==> config.mk <==
export PLATFORM = sky130hd
export DESIGN_NAME = cmul3_rotator
export DESIGN_NICKNAME = d
export VERILOG_FILES = /design/src/rtl/cmul3_pkg.sv /design/src/rtl/cmul3_preadd.sv /design/src/rtl/cmul3_mult.sv /design/src/rtl/cmul3_postsub.sv /design/src/rtl/cmul3_rotator.sv
export SDC_FILE = /design/constraint.sdc
export NUM_CORES = 2
export LEC_CHECK = 0
export ABC_AREA = 0
export BUFFER_PORTS_ARGS = -buffer_cell sky130_fd_sc_hd__buf_2
export CAP_MARGIN = 20
export CORE_MARGIN = 8
export CORE_UTILIZATION = 40
export CTS_CLUSTER_SIZE = 30
export DETAILED_ROUTE_END_ITERATION = 7
export HOLD_SLACK_MARGIN = 0.1
export PLACE_DENSITY = 0.61
export SLEW_MARGIN = 25
export SYNTH_ARGS = -nofsm -noshare
export SYNTH_HDL_FRONTEND = slang
export SYNTH_SLANG_ARGS = --single-unit
==> constraint.sdc <==
create_clock -name clk -period 7.15 [get_ports clk]
set_input_delay 1.0725 -clock clk [delete_from_list [all_inputs] [get_ports clk]]
set_output_delay 1.0725 -clock clk [all_outputs]
set_load 0.03 [all_outputs]
==> src/rtl/cmul3_pkg.sv <==
package cmul3_pkg;
   localparam int DEF_DATA_W = 16;
   localparam int DEF_FRAC_W = 15;
   localparam int NUM_MULT   = 3;
endpackage

==> src/rtl/cmul3_preadd.sv <==
module cmul3_preadd #(
   parameter int DATA_W = 16,
   localparam int PW    = DATA_W + 1
) (
   input  logic                     clk,
   input  logic                     rst_n,
   input  logic                     vld_i,
   input  logic signed [DATA_W-1:0] br_i,
   input  logic signed [DATA_W-1:0] bi_i,
   input  logic signed [DATA_W-1:0] wr_i,
   input  logic signed [DATA_W-1:0] wi_i,
   output logic                     vld_o,
   output logic signed [DATA_W-1:0] br_o,
   output logic signed [DATA_W-1:0] wr_o,
   output logic signed [DATA_W-1:0] wi_o,
   output logic signed [PW-1:0]     wsum_o,
   output logic signed [PW-1:0]     bsum_o,
   output logic signed [PW-1:0]     bdif_o
);
   always_ff @(posedge clk or negedge rst_n) begin
      if (!rst_n) begin
         vld_o  <= 1'b0;
         br_o   <= '0;
         wr_o   <= '0;
         wi_o   <= '0;
         wsum_o <= '0;
         bsum_o <= '0;
         bdif_o <= '0;
      end else begin
         vld_o  <= vld_i;
         br_o   <= br_i;
         wr_o   <= wr_i;
         wi_o   <= wi_i;
         wsum_o <= PW'(wr_i) + PW'(wi_i);
         bsum_o <= PW'(br_i) + PW'(bi_i);
         bdif_o <= PW'(br_i) - PW'(bi_i);
      end
   end

   assert_valid_step_pre_R5: assert property (@(posedge clk) disable iff (!rst_n)
      $past(rst_n) |-> (vld_o == $past(vld_i)));
endmodule

==> src/rtl/cmul3_mult.sv <==
module cmul3_mult
   import cmul3_pkg::*;
#(
   parameter int DATA_W = 16,
   localparam int PW    = DATA_W + 1,
   localparam int PRODW = 2 * PW
) (
   input  logic                     clk,
   input  logic                     rst_n,
   input  logic                     vld_i,
   input  logic signed [DATA_W-1:0] br_i,
   input  logic signed [DATA_W-1:0] wr_i,
   input  logic signed [DATA_W-1:0] wi_i,
   input  logic signed [PW-1:0]     wsum_i,
   input  logic signed [PW-1:0]     bsum_i,
   input  logic signed [PW-1:0]     bdif_i,
   output logic                     vld_o,
   output logic signed [PRODW-1:0]  p_shared_o,
   output logic signed [PRODW-1:0]  p_re_o,
   output logic signed [PRODW-1:0]  p_im_o
);
   logic signed [PW-1:0]    op_a [NUM_MULT];
   logic signed [PW-1:0]    op_b [NUM_MULT];
   logic signed [PRODW-1:0] prod [NUM_MULT];

   assign op_a[0] = PW'(br_i);
   assign op_b[0] = wsum_i;
   assign op_a[1] = bsum_i;
   assign op_b[1] = PW'(wi_i);
   assign op_a[2] = bdif_i;
   assign op_b[2] = PW'(wr_i);

   for (genvar g = 0; g < NUM_MULT; g++) begin : g_lane
      logic signed [PRODW-1:0] q;
      always_ff @(posedge clk or negedge rst_n) begin
         if (!rst_n) q <= '0;
         else        q <= PRODW'(op_a[g]) * PRODW'(op_b[g]);
      end
      assign prod[g] = q;
   end

   always_ff @(posedge clk or negedge rst_n) begin
      if (!rst_n) vld_o <= 1'b0;
      else        vld_o <= vld_i;
   end

   assign p_shared_o = prod[0];
   assign p_re_o     = prod[1];
   assign p_im_o     = prod[2];

   assert_valid_step_mul_R5: assert property (@(posedge clk) disable iff (!rst_n)
      $past(rst_n) |-> (vld_o == $past(vld_i)));
endmodule

==> src/rtl/cmul3_postsub.sv <==
module cmul3_postsub #(
   parameter int DATA_W = 16,
   parameter int FRAC_W = 15,
   localparam int PW    = DATA_W + 1,
   localparam int PRODW = 2 * PW
) (
   input  logic                     clk,
   input  logic                     rst_n,
   input  logic                     vld_i,
   input  logic signed [PRODW-1:0]  p_shared_i,
   input  logic signed [PRODW-1:0]  p_re_i,
   input  logic signed [PRODW-1:0]  p_im_i,
   output logic                     vld_o,
   output logic signed [DATA_W-1:0] re_o,
   output logic signed [DATA_W-1:0] im_o
);
   logic signed [PRODW-1:0] full_re, full_im;

   assign full_re = p_shared_i - p_re_i;
   assign full_im = p_shared_i - p_im_i;

   always_ff @(posedge clk or negedge rst_n) begin
      if (!rst_n) begin
         vld_o <= 1'b0;
         re_o  <= '0;
         im_o  <= '0;
      end else begin
         vld_o <= vld_i;
         re_o  <= full_re[FRAC_W+DATA_W-1:FRAC_W];
         im_o  <= full_im[FRAC_W+DATA_W-1:FRAC_W];
      end
   end

   assert_valid_step_post_R5: assert property (@(posedge clk) disable iff (!rst_n)
      $past(rst_n) |-> (vld_o == $past(vld_i)));
endmodule

==> src/rtl/cmul3_rotator.sv <==
module cmul3_rotator
   import cmul3_pkg::*;
#(
   parameter int DATA_W = DEF_DATA_W,
   parameter int FRAC_W = DEF_FRAC_W
) (
   input  logic                     clk,
   input  logic                     rst_n,
   input  logic                     in_vld,
   input  logic signed [DATA_W-1:0] smp_re,
   input  logic signed [DATA_W-1:0] smp_im,
   input  logic signed [DATA_W-1:0] tw_re,
   input  logic signed [DATA_W-1:0] tw_im,
   output logic                     out_vld,
   output logic signed [DATA_W-1:0] out_re,
   output logic signed [DATA_W-1:0] out_im
);
   localparam int PW    = DATA_W + 1;
   localparam int PRODW = 2 * PW;

   if (DATA_W < 2) begin : g_bad_width
      $error("cmul3_rotator: DATA_W must be at least 2");
   end
   if (FRAC_W < 1 || FRAC_W + DATA_W > PRODW) begin : g_bad_frac
      $error("cmul3_rotator: FRAC_W out of range for DATA_W");
   end

   logic                     s1_vld;
   logic signed [DATA_W-1:0] s1_br, s1_wr, s1_wi;
   logic signed [PW-1:0]     s1_wsum, s1_bsum, s1_bdif;
   logic                     s2_vld;
   logic signed [PRODW-1:0]  s2_shared, s2_re, s2_im;

   cmul3_preadd #(.DATA_W(DATA_W)) u_pre (
      .clk    (clk),
      .rst_n  (rst_n),
      .vld_i  (in_vld),
      .br_i   (smp_re),
      .bi_i   (smp_im),
      .wr_i   (tw_re),
      .wi_i   (tw_im),
      .vld_o  (s1_vld),
      .br_o   (s1_br),
      .wr_o   (s1_wr),
      .wi_o   (s1_wi),
      .wsum_o (s1_wsum),
      .bsum_o (s1_bsum),
      .bdif_o (s1_bdif)
   );

   cmul3_mult #(.DATA_W(DATA_W)) u_mul (
      .clk        (clk),
      .rst_n      (rst_n),
      .vld_i      (s1_vld),
      .br_i       (s1_br),
      .wr_i       (s1_wr),
      .wi_i       (s1_wi),
      .wsum_i     (s1_wsum),
      .bsum_i     (s1_bsum),
      .bdif_i     (s1_bdif),
      .vld_o      (s2_vld),
      .p_shared_o (s2_shared),
      .p_re_o     (s2_re),
      .p_im_o     (s2_im)
   );

   cmul3_postsub #(.DATA_W(DATA_W), .FRAC_W(FRAC_W)) u_post (
      .clk        (clk),
      .rst_n      (rst_n),
      .vld_i      (s2_vld),
      .p_shared_i (s2_shared),
      .p_re_i     (s2_re),
      .p_im_i     (s2_im),
      .vld_o      (out_vld),
      .re_o       (out_re),
      .im_o       (out_im)
   );

   // Four-multiplier direct form, used only by the properties below.
   logic signed [PRODW-1:0] dir_re, dir_im;
   assign dir_re = PRODW'(smp_re) * PRODW'(tw_re) - PRODW'(smp_im) * PRODW'(tw_im);
   assign dir_im = PRODW'(smp_im) * PRODW'(tw_re) + PRODW'(smp_re) * PRODW'(tw_im);

   assert_real_exact_R1: assert property (@(posedge clk) disable iff (!rst_n)
      s2_vld |-> ((s2_shared - s2_re) == $past(dir_re, 2)));

   assert_imag_exact_R2: assert property (@(posedge clk) disable iff (!rst_n)
      s2_vld |-> ((s2_shared - s2_im) == $past(dir_im, 2)));

   assert_out_re_trunc_R3: assert property (@(posedge clk) disable iff (!rst_n)
      out_vld |-> (out_re == $past(dir_re[FRAC_W+DATA_W-1:FRAC_W], 3)));

   assert_out_im_trunc_R3: assert property (@(posedge clk) disable iff (!rst_n)
      out_vld |-> (out_im == $past(dir_im[FRAC_W+DATA_W-1:FRAC_W], 3)));
endmodule

==> reports/metrics.cfg <==
[critical_path]
reg2regPathDepth=18
critPathKind=reg2reg
crit_required_ns=7.69
worstPathCellList=nand2_1 > inv_1 > fa_1 > inv_1 > fa_1 > inv_1 > fa_1 > fa_1 > fa_1 > fa_1 > ha_1 > a21o_1 > a21oi_1 > o21ai_0 > a21oi_1 > o2111ai_1 > a21oi_1 > xnor2_1
cp-end-kind=register
critPathMaxFanout=17
reg2reg_to=u_mul.p_re_o[29]
cpLargestDelayFamily=adder cells
crit_path_frequent_cell=fa_1
start_kind=register
critPathBufInv=3
crit_arrival_ns=7.27
r2r_slack_ns=0.42
timing.rr.start=u_pre.wi_o[1]
slowest_delay_ns=0.77
crit_slowest_cell=fa_1

[synth]
yosysSeqAreaShare_pct=14.3
ys_types=71
ys_ff_latch=226
synth_top_area_cell=fa_1
synthMostInstantiatedCell=inv_1
synth_top_area_share_pct=40.0
ys_top_cells_by_count=inv_1 (992), fa_1 (789), nand2_1 (442), and2_1 (393), ha_1 (349)
syn_area_per_cell_um2=9.58
synth-edff-count=0
synthTopCellsByArea=fa_1 (40%), dfrtp_1 (14%), ha_1 (11%), inv_1 (9.4%), and2_1 (6.2%)
synth_ff_type=dfrtp_1
synthCells=4119
synth_nets=5324
synth_async_sr_flop_share_pct=100
netlist_area_um2=39400
yosysWarnings=0

[clock_network]
cts_sinks=226
clockBufferDepth=3
clkTransAtPathRegs_ns=0.06
htree_levels=1
cts_tree=done
cts_made_buffers=31
postCtsHoldBufs=0
root_buffer=clkbuf_16
cts_setup_buffers=0
cts-resized-gates=0
clock_latency_ns=0.62

[sta]
setup_tns_ns=0
max_freq_mhz=149
setup_slack_ns=0.417
fin_crit_sh_pct=94.2
slew_violations=0
final-setup-viol-count=0
finClkSkew_ns=0.0283
hold_viol_final=0
tightest_slew_ns=0.817
grt_setup_unrepaired=false
slew-limit-headroom_pct=45.6
period_minus_slack_ns=6.73

[finish]
multi_input_area_um2=29600
fin_cells=5490
num-nets-final=5376
drive_above_1_share_pct=5.32
regArea_um2=5660
n_fill_cell=9655
area_growth_pct=7.77

[floorplan]
core_area_um2=98100
rows=115
num_io_pins=100
start_util_pct=40.2
die_area_um2=109000
die_w_um=330
die_height_um=330

[global_routing]
grt_pass1_wl_um=165000
first_global_vias=28500
grt_usage_pct=19.5
antenna_found_initial=13
grt_max_degree=134
grt-ovfl-total=0

[routing]
ant_nets=0
drt_pass1_iterations=6
drtIter0Drc=1822
wirelength_um=104000
viasPerCell=4.94
drc=0
wl_per_cell_um=18.9
route.vias.total=27100

[place]
dp.cells=5425
preCtsSetupSlack_ns=0.494
port_buffers=99
dp_hpwl_um=87900
place_congestion=0.901

[run_status]
outcome=complete, no violations

[min_path]
hold_depth=0
min_to=u_mul.vld_o
hp-class=reg2reg
hold_start=u_pre.vld_o

[flow_run]
max_cap_violations=0

final cells by class:
type,count,share of cell area [%]
timing repair buffer,136,1.87
tap,1287,3.79
multi-input combinational,2784,69.7
sequential,226,13.3
antenna,8,0.0471
clock buffer,35,1.93
clock inverter,22,0.606
inverter,992,8.76
placed cells by master, fill, tap and decap left out, drive strengths merged, types with 24 or more instances in the layout:
master  Yosys  routed
inv       992    1001
fa        789     789
nand2     442     442
and2      393     393
ha        349     349
dfrtp     226     226
xnor2     139     139
buf         1     136
nor2      120     120
a21oi     105     105
o21ai      63      63
a21o       53      53
xor2       39      39
clkbuf    116      35
nor3       34      34
nand2b     28      28
nor2b      24      24
how the worst max path moves through the flow:
stage	cells after the start	from	end	slack (ns)
finish	18	u_pre.wi_o[1]	u_mul.p_re_o[29]	0.42
global route	18	u_pre.wi_o[1]	u_mul.p_re_o[29]	0.07
CTS	18	u_pre.wi_o[1]	u_mul.p_re_o[29]	0.45
detailed placement	18	u_pre.wi_o[1]	u_mul.p_re_o[29]	0.49
global placement	18	u_pre.wi_o[1]	u_mul.p_re_o[29]	0.52
floorplan	23	u_pre.wi_o[7]	u_mul.p_re_o[30]	1.21
registers in the layout, indices dropped and copies added (netlist names), 16 cells and up:
signal            flops
u_mul.p_re_o         31
u_post.im_o          16
u_pre.br_o           16
u_pre.bdif_o         16
u_mul.p_shared_o     31
u_pre.bsum_o         17
u_pre.wsum_o         17
u_post.re_o          16
u_pre.wi_o           16
u_pre.wr_o           16
u_mul.p_im_o         31
through the flow:
stage | hold WS [ns] | cell area, µm² | util, %
2_1_floorplan | 0.331 | 39400 | -
3_3_place_gp | 0.335 | 41400 | 42.2
3_5_place_dp | 0.336 | 41400 | 42.2
4_1_cts | 0.350 | 42500 | 43.3
5_1_grt | 0.357 | 42500 | 43.3
6_report | 0.346 | 42500 | 43.3
cells by family (layout without fill, tap and decap cells):
group	after synthesis	in the layout	synth area share (%)
compound gates	355	355	6.07
xor+xnor	178	178	3.95
buf+inv	1109	1185	10.6
fa+ha+maj	1138	1138	51.1
flops	226	226	14.3
other cells	0	8	0
simple gates	1110	1110	13.9
mux	3	3	0.0761
worst reg2reg max path: cells and delay by family, from the launching register on:
kind	cells	cell delay [ns]
AND/OR/NAND/NOR	1	0.24
AO/OA/AOI/OAI	6	1.44
XOR/XNOR	1	0.13
buffers and inverters	3	0.46
adder cells (fa/ha/maj)	7	3.78
flip-flops	1	0.60
metal layers:
metal | track usage [%] | wire, µm
met1 | 27.7 | 46300
met3 | 3.21 | 6890
met5 | 0 | 77
met2 | 30.8 | 47400
met4 | 5.18 | 3080
Power is not shown: default switching activity piles up to over one toggle a cycle in this logic, so the estimate is an artifact.
